==> config.mk <==
export PLATFORM = sky130hd
export DESIGN_NAME = fp_verify_ctrl
export DESIGN_NICKNAME = d
export VERILOG_FILES = /design/src/rtl/fp_verify_pkg.sv /design/src/rtl/fp_verify_timer.sv /design/src/rtl/fp_verify_seq.sv /design/src/rtl/fp_verify_ctrl.sv
export SDC_FILE = /design/constraint.sdc
export NUM_CORES = 1
export LEC_CHECK = 0
export BUFFER_PORTS_ARGS = -buffer_cell sky130_fd_sc_hd__buf_2
export CORE_UTILIZATION = 60
export CTS_CLUSTER_SIZE = 28
export DETAILED_ROUTE_END_ITERATION = 16
export PLACE_DENSITY = 0.85
export SYNTH_ARGS = -nofsm -noshare
export SYNTH_HDL_FRONTEND = slang
export SYNTH_SLANG_ARGS = --single-unit
==> constraint.sdc <==
create_clock -name clk -period 3.4 [get_ports clk]
set_input_delay 0.68 -clock clk [delete_from_list [all_inputs] [get_ports clk]]
set_output_delay 0.68 -clock clk [all_outputs]
set_load 0.01 [all_outputs]
==> src/rtl/fp_verify_pkg.sv <==
package fp_verify_pkg;
  typedef enum logic [2:0] {
    VS_IDLE = 3'd0,
    VS_SEND = 3'd1,
    VS_WAIT = 3'd2,
    VS_DONE = 3'd3,
    VS_FAIL = 3'd4
  } vstate_e;
endpackage

==> src/rtl/fp_verify_timer.sv <==
module fp_verify_timer #(
  parameter int CNT_W = 24
) (
  input  logic             clk,
  input  logic             rst_n,
  input  logic             clr,
  input  logic             run,
  input  logic [CNT_W-1:0] limit,
  output logic             expire
);
  logic [CNT_W-1:0] cnt_q, cnt_d;
  logic [CNT_W:0]   cnt_inc;
  logic             cnt_en;

  always_comb begin
    cnt_inc = {1'b0, cnt_q} + 1'b1;
    // a zero limit behaves like a limit of one
    expire  = run && (cnt_inc >= {1'b0, limit});
    cnt_en  = clr || run;
    cnt_d   = cnt_q;
    if (clr)          cnt_d = '0;
    else if (!expire) cnt_d = cnt_inc[CNT_W-1:0];
  end

  always_ff @(posedge clk or negedge rst_n) begin
    if (!rst_n)      cnt_q <= '0;
    else if (cnt_en) cnt_q <= cnt_d;
  end


  clr_zero_chk: assert property (@(posedge clk) disable iff (!rst_n)
    clr |=> (cnt_q == '0));
endmodule

==> src/rtl/fp_verify_seq.sv <==
module fp_verify_seq
  import fp_verify_pkg::*;
#(
  parameter int MAX_RETRY = 3
) (
  input  logic clk,
  input  logic rst_n,
  input  logic active,
  input  logic hold,
  input  logic skip,
  input  logic rsp_valid,
  input  logic rsp_good,
  input  logic expire,
  output logic req,
  output logic tmr_clr,
  output logic tmr_run,
  output logic verified,
  output logic failed,
  output logic rsp_err,
  output logic ver_err
);
  localparam int TW = (MAX_RETRY < 1) ? 1 : $clog2(MAX_RETRY + 1);

  vstate_e       st_q, st_d;
  logic [TW-1:0] tries_q, tries_d;
  logic          armed_q, armed_d;
  logic          rerr_q, rerr_d, verr_q, verr_d;
  logic          kill, expecting, idle_like;

  always_comb begin
    kill      = !active || hold;
    expecting = (st_q == VS_SEND) || (st_q == VS_WAIT);
    idle_like = (st_q == VS_IDLE) || (st_q == VS_DONE) || (st_q == VS_FAIL);
    st_d      = st_q;
    tries_d   = tries_q;
    armed_d   = armed_q;
    rerr_d    = rerr_q;
    verr_d    = verr_q;
    if (kill) begin
      st_d    = VS_IDLE;
      tries_d = '0;
      armed_d = 1'b1;
      rerr_d  = 1'b0;
      verr_d  = 1'b0;
    end else begin
      if (rsp_valid && !rsp_good)             verr_d = 1'b1;
      if (rsp_valid && rsp_good && idle_like) rerr_d = 1'b1;
      unique case (st_q)
        VS_IDLE: if (armed_q && !skip) begin
          st_d    = VS_SEND;
          armed_d = 1'b0;
          tries_d = '0;
        end
        VS_SEND: st_d = (rsp_valid && rsp_good) ? VS_DONE : VS_WAIT;
        VS_WAIT: begin
          if (rsp_valid && rsp_good) st_d = VS_DONE;
          else if (expire) begin
            if (tries_q == TW'(MAX_RETRY)) st_d = VS_FAIL;
            else begin
              st_d    = VS_SEND;
              tries_d = tries_q + 1'b1;
            end
          end
        end
        default: st_d = st_q;
      endcase
    end
  end

  always_ff @(posedge clk or negedge rst_n) begin
    if (!rst_n) begin
      st_q    <= VS_IDLE;
      tries_q <= '0;
      armed_q <= 1'b1;
      rerr_q  <= 1'b0;
      verr_q  <= 1'b0;
    end else begin
      st_q    <= st_d;
      tries_q <= tries_d;
      armed_q <= armed_d;
      rerr_q  <= rerr_d;
      verr_q  <= verr_d;
    end
  end

  assign req      = (st_q == VS_SEND);
  assign tmr_run  = (st_q == VS_WAIT);
  assign tmr_clr  = !tmr_run;
  assign verified = (st_q == VS_DONE);
  assign failed   = (st_q == VS_FAIL);
  assign rsp_err  = rerr_q;
  assign ver_err  = verr_q;


  off_quiet_chk: assert property (@(posedge clk) disable iff (!rst_n)
    !active |=> (!req && !verified && !failed && !rsp_err && !ver_err));

  req_single_chk: assert property (@(posedge clk) disable iff (!rst_n)
    req |=> !req);

  fail_silent_chk: assert property (@(posedge clk) disable iff (!rst_n)
    (failed && !kill) |=> (failed && !req));

  wait_ok_chk: assert property (@(posedge clk) disable iff (!rst_n)
    (!kill && expecting && rsp_valid && rsp_good) |=> verified);

  bad_type_chk: assert property (@(posedge clk) disable iff (!rst_n)
    (!kill && rsp_valid && !rsp_good) |=> ver_err);

  stray_rsp_chk: assert property (@(posedge clk) disable iff (!rst_n)
    (!kill && verified && rsp_valid && rsp_good) |=> (rsp_err && verified));
endmodule

==> src/rtl/fp_verify_ctrl.sv <==
module fp_verify_ctrl #(
  parameter int CNT_W     = 24,
  parameter int NCLS      = 8,
  parameter int MAX_RETRY = 3
) (
  input  logic             clk,
  input  logic             rst_n,
  input  logic             glb_enable,
  input  logic             port_enable,
  input  logic             link_fail,
  input  logic             verify_off,
  input  logic [NCLS-1:0]  class_mask,
  input  logic [CNT_W-1:0] verify_limit,
  input  logic             rsp_seen,
  input  logic             rsp_is_reply,
  output logic             verify_req,
  output logic             st_verified,
  output logic             st_failed,
  output logic             st_resp_err,
  output logic             st_verify_err,
  output logic [NCLS-1:0]  tx_preempt_mask
);
  logic [1:0] rst_pipe_q;
  logic       rst_int_n;
  logic       active, expire, tmr_clr, tmr_run;

  // asynchronous assertion, synchronous release
  always_ff @(posedge clk or negedge rst_n) begin
    if (!rst_n) rst_pipe_q <= 2'b00;
    else        rst_pipe_q <= {rst_pipe_q[0], 1'b1};
  end
  assign rst_int_n = rst_pipe_q[1];
  assign active    = glb_enable && port_enable;

  fp_verify_timer #(.CNT_W(CNT_W)) u_timer (
    .clk    (clk),
    .rst_n  (rst_int_n),
    .clr    (tmr_clr),
    .run    (tmr_run),
    .limit  (verify_limit),
    .expire (expire)
  );

  fp_verify_seq #(.MAX_RETRY(MAX_RETRY)) u_seq (
    .clk       (clk),
    .rst_n     (rst_int_n),
    .active    (active),
    .hold      (link_fail),
    .skip      (verify_off),
    .rsp_valid (rsp_seen),
    .rsp_good  (rsp_is_reply),
    .expire    (expire),
    .req       (verify_req),
    .tmr_clr   (tmr_clr),
    .tmr_run   (tmr_run),
    .verified  (st_verified),
    .failed    (st_failed),
    .rsp_err   (st_resp_err),
    .ver_err   (st_verify_err)
  );

  always_comb begin
    tx_preempt_mask = '0;
    if (active && (st_verified || verify_off)) tx_preempt_mask = class_mask;
  end


  mask_gate_chk: assert property (@(posedge clk) disable iff (!rst_int_n)
    (tx_preempt_mask != '0) |-> (active && (st_verified || verify_off)));

  skip_noreq_chk: assert property (@(posedge clk) disable iff (!rst_int_n)
    (verify_off && !st_verified && !verify_req && !tmr_run) |=> !verify_req);
endmodule

# Word level (Yosys, flattened, before mapping)
# Index checks and enable logic that the tools add are counted.
# word_totals
in_bits,40
output_inout_bits,13
regBits,34
wordCells,68
# op_classes
magnitude_cmp,1
eq_ne,11
reduce_logical,24
n_mux,23
n_addsub,2
# op_table
operator,count
24-bit 2-to-1 mux,2
24-bit by 1-bit adder with 25-bit output (second input constant),1
25-bit by 24-bit greater-or-equal comparator with 1-bit output,1
3-bit 2-to-1 mux,5
3-bit by 2-bit != test with 1-bit output (second input constant),4
2-bit 2-to-1 mux,5
3-bit one-hot mux with 3 select lines,1
1-bit 2-to-1 mux,8
8-bit 2-to-1 mux,1
2-bit nonzero test,4
1-bit logical AND,7
3-bit by 2-bit equality test with 1-bit output (second input constant),2
5-bit AND reduction,1
1-bit logical OR,4
4-bit by 2-bit != test with 1-bit output (second input constant),1
2-bit one-hot mux with 2 select lines,1
4-bit nonzero test,1
3-bit by 1-bit equality test with 1-bit output (second input constant),1
3-bit equality test (second input constant),1
1-bit zero test,3
3-bit zero test,1
3-bit AND reduction,1
3-bit nonzero test,1
2-bit by 1-bit adder with 2-bit output (second input constant),1
other kinds (3),3

# Depth between registers and ports, before layout
# Gate-level depths: netlist of run 1.
# logic_depth
depth_word,7
ltp_mapped,16
ltp_nobuf,13

# By module
# From an unflattened synthesis of run 1, not the netlist that was laid out.
# hier_totals
cells_unflattened,349
area_unflattened_um2,3024.2
# modules_own_cells
mod,cells_each,seq_area_each_um2,n_inst,area_per_inst_um2
fp_verify_timer,281,600.6,1,2377.3
fp_verify_seq,52,201.4,1,467.9
fp_verify_ctrl,16,50.0,1,178.9

# Worst setup path before layout of run 1
# OpenSTA, ideal clock, no wires.
# synth_path
path_type,reg2reg
startpoint,register u_timer.cnt_q[0]
endpoint,register u_timer.cnt_q[6]
arrival_time_ns,3.286
path_buffers,1
t_required_ns,3.321
path_stages_with_launch,15
period_less_slack_ns,3.365
setup_slack_ns,0.035
setup_ns,0.079
cell_sequence,dfrtp_1 ha_1 nand3_1 nor3_1 nand3_1 nor2_1 xor2_1 ha_1 a21oi_1 o21ai_1 a221oi_2 o311ai_4 buf_6 or4_1 a21oi_1
# synth_between
elab_chain_len,4
elab_cells_between_ends,6
cone_classes,add/sub (1); order compare (1); eq/ne (1); mux (2); reduce/logical (1)
# synth_lines
element,line,rtl
"start, declared",fp_verify_timer.sv:11,"logic [CNT_W-1:0] cnt_q, cnt_d;"
"start signal, assigned",fp_verify_timer.sv:27,else if (cnt_en) cnt_q <= cnt_d;
24-bit by 1-bit adder with 25-bit output *,fp_verify_timer.sv:16,"cnt_inc = {1'b0, cnt_q} + 1'b1;"
25-bit by 24-bit greater-or-equal comparator with 1-bit output,fp_verify_timer.sv:18,"expire = run && (cnt_inc >= {1'b0, limit});"
1-bit logical AND,fp_verify_timer.sv:18,
2-bit != test (no source line),n/a,
# Every way passes the cells marked *; elsewhere a longest branch is shown, timed or not. The select of a mux whose other input is x is not followed.
# A chain may end at the register's enable or synchronous reset.

# Worst setup path in the final report of run 1
# layout_path
startpoint,register u_timer.cnt_q[12]
endpoint,register u_timer.cnt_q[22]
# Same word-level chain as after synthesis.

==> results of run 1 <==
==> worst max-delay path: stages, from the launching register on <==
cell	delay [ns]
dfrtp_1	0.46
nand4_4	0.15
nor3_4	0.36
nand3_2	0.19
nor2_2	0.20
xnor2_1	0.19
ha_1	0.31
nand3_2	0.12
buf_4	0.14
nor2_1	0.05
a221oi_2	0.40
o311ai_4	0.21
buf_12	0.20
or4_4	0.42
a21oi_2	0.21
==> how the worst max path moves through the flow <==
stage	slack (ns)	endpoint	startpoint	depth (start not counted)
2_1_floorplan	0.03	u_timer.cnt_q[6]	u_timer.cnt_q[0]	14
3_3_place_gp	0.09	u_seq.tries_q[0]	u_timer.cnt_q[13]	14
3_5_place_dp	-0.12	u_seq.tries_q[0]	u_timer.cnt_q[13]	14
4_1_cts	0.0008	u_timer.cnt_q[22]	u_timer.cnt_q[0]	14
5_1_grt	-0.49	u_timer.cnt_q[20]	u_timer.cnt_q[12]	15
6_report	-0.31	u_timer.cnt_q[22]	u_timer.cnt_q[12]	14
==> metrics by stage <==
step | util | hold WS, ns | cells
2_1_floorplan | - | 0.3312 | 334
3_3_place_gp | 0.7669 | 0.3439 | 466
3_5_place_dp | 0.7669 | 0.3503 | 466
4_1_cts | 0.8208 | 0.1470 | 479
5_1_grt | 0.8833 | 0.1370 | 490
6_report | 0.8833 | 0.1464 | 490
==> metal layers <==
metal,track usage,vias to the layer above,routed length (µm)
li1,-,1417,-
met1,0.4094,1545,3838
met2,0.5481,277,4925
met3,0.06470,93,1025
met4,0.09556,0,682
met5,0,-,0
==> area by class of cell <==
type	instances	area, µm²
Clock buffer	5	68.82
Clock inverter	3	68.82
Fill cell	208	525.5
Inverter	30	112.6
Multi-Input combinational cell	257	2071
Sequential cell	34	854.6
Tap cell	52	65.06
Timing Repair Buffer	109	738.2
==> flip-flops by register name (all words and copies together) (netlist names) <==
register	flops
u_timer.cnt_q	24
u_seq.st_q	3
rst_pipe_q	2
u_seq.tries_q	2
u_seq.armed_q	1
u_seq.rsp_err	1
u_seq.ver_err	1
==> power by group through the flow <==
stage | clock (mW) | combinational [mW] | sequential (mW)
2_1_floorplan | 0 | 0.0339 | 0.421
3_3_place_gp | 0 | 0.0686 | 0.422
3_5_place_dp | 0 | 0.0726 | 0.422
4_1_cts | 0.464 | 0.0750 | 0.414
5_1_grt | 0.490 | 0.0895 | 0.415
6_report | 0.480 | 0.0823 | 0.414
==> cell usage in the layout (no fill, tap or decap), types with 5 or more instances in the layout <==
cell and n:
or4_1 8, a21oi_2 11, xor2_1 5, xnor2_1 13, nand3_2 6, inv_1 30, nor2_1 18, buf_4 52
or4_4 6, a21oi_1 18, and2_1 10, buf_2 52, nand3_1 15, o31ai_1 8, nand2_1 27, ha_1 26
o31ai_2 8, a31oi_1 6, clkbuf_8 5, dfrtp_1 31, o21ai_0 5
==> cell families after synthesis <==
group / after synthesis / share of synthesized area
buffers and inverters: 43 / 0.07223
xor gates and xnor gates: 22 / 0.06661
and+or+nand+nor: 122 / 0.2288
DFF: 34 / 0.2946
other: 1 / 0.001296
adders and majority gates: 26 / 0.1125
AOI/OAI and AO/OA: 85 / 0.2206
muxes: 1 / 0.003460
==> what timing repair did <==
| action | CTS | global route |
|---|---|---|
| pin swaps | 4 | 14 |
| endpoints found under the setup margin | 28 | 29 |
| hold endpoints to repair | 0 | 0 |
| gates resized for setup | 13 | 37 |
| setup buffers | 5 | 10 |
| cloned | 0 | 1 |
==> results.sh, run 1 <==
export IMPL_stdcell_area_um2=3979
export IMPL_leakagePower_nw=2.039
export IMPL_synth_area_per_cell_um2=8.661
export IMPL_root_buffer="clkbuf_8"
export IMPL_drt_wl_total_um=10470
export IMPL_via_per_inst=6.800
export IMPL_design_core_area_um2=4504
export IMPL_drive_gt1_frac=0.4087
export IMPL_vias=3332
export IMPL_dp_slack_ns=-0.1172
export IMPL_worst_slack_ns=-0.3148
export IMPL_synth_seq_cells=34
export IMPL_fin_tns_setup_ns=-5.955
export IMPL_rsz0062_at_grt="yes"
export IMPL_clkPwrFrac=0.492
export IMPL_max_slew_worst_pin_slew_ns=1.123
export IMPL_wl_per_cell_um=21.37
export IMPL_grt_antenna_before_repair=0
export IMPL_power_share_combinational=0.084
export IMPL_postSynthCellCount=334
export IMPL_period_share=1.093
export IMPL_top_level_ports=53
export IMPL_cts_buffer_depth=2
export IMPL_yosysTopAreaCellShare=0.2855
export IMPL_clkLatencyLatePin_ns=0.31
export IMPL_cts_tree="built"
export IMPL_start_util=0.6422
export IMPL_ys_seq_area_frac=0.2946
export IMPL_r2r_cells=14
export IMPL_antenna_cells=0
export IMPL_start_kind="flip-flop"
export IMPL_max_cap_violations=0
export IMPL_seqPwrFrac=0.424
export IMPL_drt_first_iter_violations=444
export IMPL_p_per_area_nw_per_um2=245.4
export IMPL_grt_pass1_vias=2684
export IMPL_dieArea_um2=5103
export IMPL_synth_area_leaders="dfrtp_1 29%, ha_1 11%, xnor2_1 5.1%"
export IMPL_synth_warnings=0
export IMPL_first_pass_iters=5
export IMPL_grt_max_degree=30
export IMPL_ctsHoldBuffers=0
export IMPL_synth_nets=400
export IMPL_reg2reg_slack_ns=-0.31
export IMPL_syn_area_um2=2893
export IMPL_grt_pass1_wl_um=12680
export IMPL_row_count=24
export IMPL_peakVddDrop_uv=344.9
export IMPL_r2r_end="u_timer.cnt_q[22]"
export IMPL_setup_violations=28
export IMPL_fmax_mhz=269.2
export IMPL_grt_use_total=0.3200
export IMPL_ys_async_sr_fraction=1.000
export IMPL_slew_headroom=0.2495
export IMPL_gr_total_overflow=0
export IMPL_drc=0
export IMPL_post_route_min_period_ns=3.715
export IMPL_yosys_area_top_type="dfrtp_1"
export IMPL_synth_commonest_cells="33 x dfrtp_1, 30 x inv_1, 29 x nand2_1, 26 x ha_1, 22 x nor2_1"
export IMPL_cts_buffers=5
export IMPL_holdCritPathClass="input port to asynchronous set/reset pin"
export IMPL_portBuffers=52
export IMPL_ys_types=55
export IMPL_criticalPathCategory="flip-flop to flip-flop"
export IMPL_finalHoldViolCount=0
export IMPL_synth_most_common_cell="dfrtp_1"
export IMPL_path_clk_slew_ns=0.09
export IMPL_worst_endpoint_required_ns=3.61
export IMPL_place_hpwl_um=5556
export IMPL_final_setup_skew_ns=0.01389
export IMPL_fin_nets=503
export IMPL_worstPathMaxFanout=15
export IMPL_status="finished, violations left"
export IMPL_reg2reg_from="u_timer.cnt_q[12]"
export IMPL_gp_congestion=0.8715
export IMPL_failed_checks="setup timing"
export IMPL_arrival_ns=3.93
export IMPL_cts_sinks=34
export IMPL_cts_max_level=2
export IMPL_area_growth_pct=37.54
export IMPL_cp_end_kind="flip-flop"
export IMPL_ant_nets=0
export IMPL_power_switching_uw=236.5
export IMPL_synth_edf_count=0
export IMPL_dieWidth_um=71.44
export IMPL_p_total_uw=976.3
export IMPL_internal_power_uw=739.8
export IMPL_die_h_um=71.44
export IMPL_p_sw_frac=0.2423
export IMPL_synthFlopType="dfrtp_1"
export IMPL_drv_slew=0
export IMPL_placed_area_um2=3455
No activity file was read; power rests on OpenSTA's default activity.
==> run 2: changes to the inputs <==
ABC_AREA = 1   (was default)
CORE_MARGIN = 2   (was default)
==> results.sh, run 2 <==
export IMPL_status="finished, final reports clean"
export IMPL_grt_use_total=0.2619
export IMPL_regMostFlops="u_timer.cnt_q"
export IMPL_ys_seq_area_frac=0.2918
export IMPL_criticalPathCategory="flip-flop to flip-flop"
export IMPL_synth_area_leaders="dfrtp_1 28%, ha_1 11%, inv_1 10%"
export IMPL_crit_buf_inv=2
export IMPL_dieArea_um2=5441
export IMPL_ant_nets=0
export IMPL_synthFlopType="dfrtp_1"
export IMPL_synth_warnings=0
export IMPL_worst_endpoint_required_ns=3.63
export IMPL_slowest_stage="dfrtp_1"
export IMPL_grt_max_degree=24
export IMPL_holdCritPathClass="input port to asynchronous set/reset pin"
export IMPL_rsz0062_at_grt="yes"
export IMPL_setup_violations=0
export IMPL_top_level_ports=53
export IMPL_clkLatencyLatePin_ns=0.30
export IMPL_cts_tree="built"
export IMPL_path_delay_family="simple AND/OR/NAND/NOR gates"
export IMPL_slew_headroom=0.3526
export IMPL_antenna_cells=0
export IMPL_cts_buffer_depth=2
export IMPL_worstPathCellList="ha_4, nand2_4, nor2_4, nand2_4, nor2_4, nand3_4, nor4_4, xor2_1, ha_1, a21oi_1, o21a_1, nand2_1, nand2_1, nand4_1, nor2_4, clkinv_4, nor2_8, buf_12, nand2_1, o21ai_0"
export IMPL_area_growth_pct=22.71
export IMPL_grt_pass1_vias=2498
export IMPL_fmax_mhz=305.7
export IMPL_synth_area_per_cell_um2=7.393
export IMPL_cp_end_kind="flip-flop"
export IMPL_design_core_area_um2=4723
export IMPL_drive_gt1_frac=0.3112
export IMPL_finalHoldViolCount=0
export IMPL_final_setup_skew_ns=0.01334
export IMPL_synth_commonest_cells="78 x inv_1, 75 x nand2_1, 33 x dfrtp_1, 33 x nor2_1, 26 x ha_1"
export IMPL_post_route_min_period_ns=3.271
export IMPL_first_pass_iters=4
export IMPL_yosysTopAreaCellShare=0.2828
export IMPL_grt_antenna_before_repair=0
export IMPL_grt_pass1_wl_um=10940
export IMPL_portBuffers=52
export IMPL_top_regs="u_timer.cnt_q: 24 flops, u_seq.st_q: 3 flops"
export IMPL_die_h_um=73.77
export IMPL_dp_slack_ns=0.01547
export IMPL_cts_max_level=2
export IMPL_drt_first_iter_violations=169
export IMPL_synth_edf_count=0
export IMPL_synth_most_common_cell="inv_1"
export IMPL_start_kind="flip-flop"
export IMPL_fin_nets=531
export IMPL_peakVddDrop_uv=225.3
export IMPL_row_count=25
export IMPL_arrival_ns=3.50
export IMPL_ctsHoldBuffers=0
export IMPL_path_clk_slew_ns=0.08
export IMPL_postSynthCellCount=395
export IMPL_place_hpwl_um=5312
export IMPL_utilization=0.7587
export IMPL_via_per_inst=5.216
export IMPL_cts_buffers=5
export IMPL_root_buffer="clkbuf_8"
export IMPL_drt_wl_total_um=7073
export IMPL_max_slew_worst_pin_slew_ns=0.9712
export IMPL_p_per_area_nw_per_um2=243.2
export IMPL_cts_sinks=34
export IMPL_leakagePower_nw=2.011
export IMPL_ys_types=34
export IMPL_gr_total_overflow=0
export IMPL_yosys_area_top_type="dfrtp_1"
export IMPL_vias=2780
export IMPL_ys_async_sr_fraction=1.000
export IMPL_largest_reg_flops=24
export IMPL_synth_nets=461
export IMPL_cp_slowest_stage_delay_ns=0.44
export IMPL_wl_per_cell_um=13.27
export IMPL_reg2reg_slack_ns=0.13
export IMPL_period_share=0.9621
export IMPL_final_common_cell="inv_1"
export IMPL_mostFrequentLayoutCells="78 x inv_1, 73 x nand2_1, 52 x buf_2"
export IMPL_start_util=0.6183
export IMPL_drv_slew=0
export IMPL_synth_seq_cells=34
export IMPL_worst_slack_ns=0.1290
export IMPL_max_cap_violations=0
export IMPL_drc=0
export IMPL_dieWidth_um=73.77
export IMPL_worstPathMaxFanout=10
export IMPL_gp_congestion=0.9689
export IMPL_syn_area_um2=2920
==> run 2: final timing paths <==
| kind | end | depth (start not counted) | startpoint |
|---|---|---|---|
| min in group clk | rst_pipe_q[1] | 0 | rst_pipe_q[0] |
| setup / recovery | u_timer.cnt_q[15] | 20 | u_timer.cnt_q[1] |
| max in group asynchronous | u_timer.cnt_q[2] | 1 | rst_pipe_q[1] |
| hold / removal | rst_pipe_q[0] | 1 | rst_n |
| hold reg to reg | rst_pipe_q[1] | 0 | rst_pipe_q[0] |
| setup reg to reg | u_timer.cnt_q[15] | 20 | u_timer.cnt_q[1] |
==> run 2: cell type report <==
cell class | instances | area [µm²]
multi-input combinational | 277 | 1819
fill | 353 | 1140
sequential | 34 | 854.6
timing repair buffer | 66 | 407.9
inverter | 81 | 309.0
tap | 67 | 83.83
clock buffer | 5 | 68.82
clock inverter | 3 | 40.04
==> run 2: metrics by stage <==
step	area [µm²]	hold WS (ns)	total power, mW	instances	TNS, ns
6_report	3583	0.1508	0.8716	533	0
5_1_grt	3583	0.1501	0.8969	533	-1.232
4_1_cts	3363	0.1546	0.8659	522	0
3_5_place_dp	3248	0.3464	0.4982	514	0
3_3_place_gp	3248	0.3363	0.4945	514	0
2_1_floorplan	2920	0.3312	0.4615	395	0
==> run 2: kinds of logic (layout without fill, tap and decap cells) <==
group                      after synthesis  count (layout)  share of synthesized area
DFF                                     34              34                     0.2918
AOI/OAI and AO/OA                       45              45                     0.1015
adders and majority gates               26              26                     0.1114
buffers and inverters                   84             155                     0.1225
and+or+nand+nor                        184             184                     0.3085
xor gates and xnor gates                21              21                    0.06298
other                                    1               1                   0.001284
==> run 2: per-layer routing <==
layer  GRT usage  share of wire  wire length [µm]
met3     0.04252          0.045               319
met5           0              0                 0
met1      0.3143           0.41              2882
met2      0.4802           0.53              3726
met4     0.07071          0.020               144
==> run 2: what timing repair did <==
| action | 4_1_cts | 5_1_grt |
|---|---|---|
| cloned | 0 | 1 |
| setup buffers | 0 | 10 |
| endpoints found under the setup margin | 2 | 29 |
| pin swaps | 0 | 6 |
| gates resized for setup | 1 | 26 |
==> run 2: where the power goes <==
group | switching [mW] | internal, mW
Sequential | 0.00713 | 0.407
Clock | 0.162 | 0.216
Combinational | 0.0432 | 0.0366
==> run 3: changes to the inputs <==
CORE_UTILIZATION = 51   (was 60)
PLACE_DENSITY = 0.77   (was 0.85)
clock period = 2.9 ns   (was 3.4 ns; I/O delays follow)
==> results.sh, run 3 (synthesized netlist as in run 2, its figures left out) <==
export IMPL_place_inst=564
export IMPL_gr_total_overflow=0
export IMPL_holdCritPathClass="input port to asynchronous set/reset pin"
export IMPL_grt_max_degree=33
export IMPL_root_buffer="clkbuf_8"
export IMPL_grt_antenna_before_repair=0
export IMPL_arrival_ns=3.29
export IMPL_period_share=1.057
export IMPL_final_common_cell="inv_1"
export IMPL_dieArea_um2=6347
export IMPL_cts_buffers=5
export IMPL_drc=0
export IMPL_cts_tree="built"
export IMPL_p_per_area_nw_per_um2=242.2
export IMPL_finalNonFillerCells=587
export IMPL_vias=3014
export IMPL_internal_power_uw=713.8
export IMPL_portBuffers=52
export IMPL_status="finished, violations left"
export IMPL_largest_reg_flops=24
export IMPL_gp_congestion=0.8515
export IMPL_clkLatencyLatePin_ns=0.30
export IMPL_start_kind="flip-flop"
export IMPL_seqPwrFrac=0.496
export IMPL_final_setup_skew_ns=0.007145
export IMPL_mostFrequentLayoutCells="78 x inv_1, 67 x nand2_1, 57 x buf_4"
export IMPL_drive_gt1_frac=0.3942
export IMPL_drv_slew=0
export IMPL_first_pass_iters=4
export IMPL_ctsHoldBuffers=0
export IMPL_setup_violations=29
export IMPL_drt_wl_total_um=7934
export IMPL_fin_nets=580
export IMPL_wl_per_cell_um=13.52
export IMPL_cts_buffer_depth=2
export IMPL_worst_slack_ns=-0.1641
export IMPL_path_clk_slew_ns=0.07
export IMPL_clkPwrFrac=0.394
export IMPL_peakVddDrop_uv=238.7
export IMPL_power_share_combinational=0.110
export IMPL_slew_headroom=0.6338
export IMPL_failed_checks="setup timing"
export IMPL_finalHoldViolCount=0
export IMPL_drt_first_iter_violations=120
export IMPL_fill_cells=420
export IMPL_rsz0062_at_grt="yes"
export IMPL_cts_max_level=2
export IMPL_ant_nets=0
export IMPL_max_cap_violations=0
export IMPL_max_slew_worst_pin_slew_ns=0.5469
export IMPL_row_count=27
export IMPL_fmax_mhz=326.4
export IMPL_power_switching_uw=252.9
export IMPL_worstPathMaxFanout=8
export IMPL_dieWidth_um=79.67
export IMPL_regMostFlops="u_timer.cnt_q"
export IMPL_grt_use_total=0.2682
export IMPL_die_h_um=79.67
export IMPL_grt_pass1_wl_um=13180
export IMPL_p_sw_frac=0.2616
export IMPL_area_growth_pct=36.68
export IMPL_criticalPathCategory="flip-flop to flip-flop"
export IMPL_top_level_ports=53
export IMPL_design_core_area_um2=5507
export IMPL_worst_endpoint_required_ns=3.12
export IMPL_grt_pass1_vias=3095
export IMPL_place_hpwl_um=5622
export IMPL_top_regs="u_timer.cnt_q: 24 flops, u_seq.st_q: 3 flops"
export IMPL_via_per_inst=5.135
export IMPL_leakagePower_nw=2.251
export IMPL_cp_end_kind="flip-flop"
export IMPL_start_util=0.5303
export IMPL_post_route_min_period_ns=3.064
export IMPL_cts_sinks=34
export IMPL_antenna_cells=0
export IMPL_p_total_uw=966.8
[run 3: cell types whose count changed in the layout (fill, tap and decap cells not counted), moves of 3 or more]
cell / before / now
o21ai_0: 10 / 6
o21ai_1: 1 / 4
buf_4: 11 / 57
buf_6: 0 / 4
nand2_2: 23 / 28
nor2_4: 4 / 8
nand2_1: 73 / 67
[run 3: path summary, 6_finish.rpt]
kind | from | endpoint | slack, ns | cells after the start
hold reg to reg | rst_pipe_q[1] | u_seq.rsp_err | 0.28 | 1
hold / removal | rst_n | rst_pipe_q[1] | 0.05 | 1
setup / recovery | u_timer.cnt_q[0] | u_timer.cnt_q[12] | -0.16 | 22
setup reg to reg | u_timer.cnt_q[0] | u_timer.cnt_q[12] | -0.16 | 22
max in group asynchronous | rst_pipe_q[1] | u_seq.armed_q | 2.29 | 1
min in group clk | rst_pipe_q[0] | rst_pipe_q[1] | 0.37 | 0
[run 3: repair_timing]
action                                  4_1_cts  5_1_grt
pin swaps                                    19       10
endpoints found under the setup margin       29       29
resized for setup                            36       10
gates cloned                                  1        0
buffers inserted                             13        1
[run 3: critical path, cell delays in order (launching register included)]
cell     delay, ns
dfrtp_1       0.40
ha_2          0.21
nand2_2       0.06
nor2_4        0.11
nand2_2       0.09
nor2_4        0.11
nand3_4       0.11
nor2_4        0.13
xor2_1        0.15
inv_1         0.10
ha_4          0.26
a21oi_2       0.14
nor2_1        0.06
nor2_1        0.11
nand2_1       0.09
nand2_1       0.07
nand4_1       0.12
nor2_4        0.16
inv_6         0.08
nor2_8        0.13
buf_12        0.15
nand2_1       0.05
o21ai_1       0.06
[run 3: power groups by stage]
stage | combinational, mW | sequential [mW] | clock, mW
finish | 0.106 | 0.480 | 0.381
global route | 0.123 | 0.480 | 0.409
global placement | 0.0945 | 0.489 | 0
floorplan | 0.0465 | 0.495 | 0
CTS | 0.106 | 0.480 | 0.386
detailed placement | 0.0992 | 0.489 | 0
[run 3: area by class of cell]
class / count / area [µm²] / area share
sequential: 34 / 852.1 / 0.2135
timing repair buffer: 114 / 753.2 / 0.1887
tap: 72 / 90.09 / 0.02257
multi-input combinational: 278 / 1892 / 0.4740
clock inverter: 2 / 12.51 / 0.003135
clock buffer: 6 / 82.58 / 0.02069
inverter: 81 / 309.0 / 0.07743
[run 3: through the flow]
step                utilization  setup WS, ns  hold slack (ns)  cell area, µm²  setup TNS (ns)
detailed placement       0.6510       -0.4035           0.3008            3585          -10.27
finish                   0.7248       -0.1641          0.04735            3991          -3.903
CTS                      0.7151       -0.1503          0.04637            3938          -3.618
global route             0.7248       -0.4313          0.04196            3991          -11.47
global placement         0.6510       -0.2254           0.2796            3585          -5.777
floorplan                     -      0.003015           0.2844            2925               0
[run 3: routing by layer]
metal,share of wire,wire (µm),track usage
met1,0.40,3146,0.3035
met2,0.50,3960,0.4748
met4,0.044,351,0.1224
met5,0,0,0
met3,0.060,476,0.06335
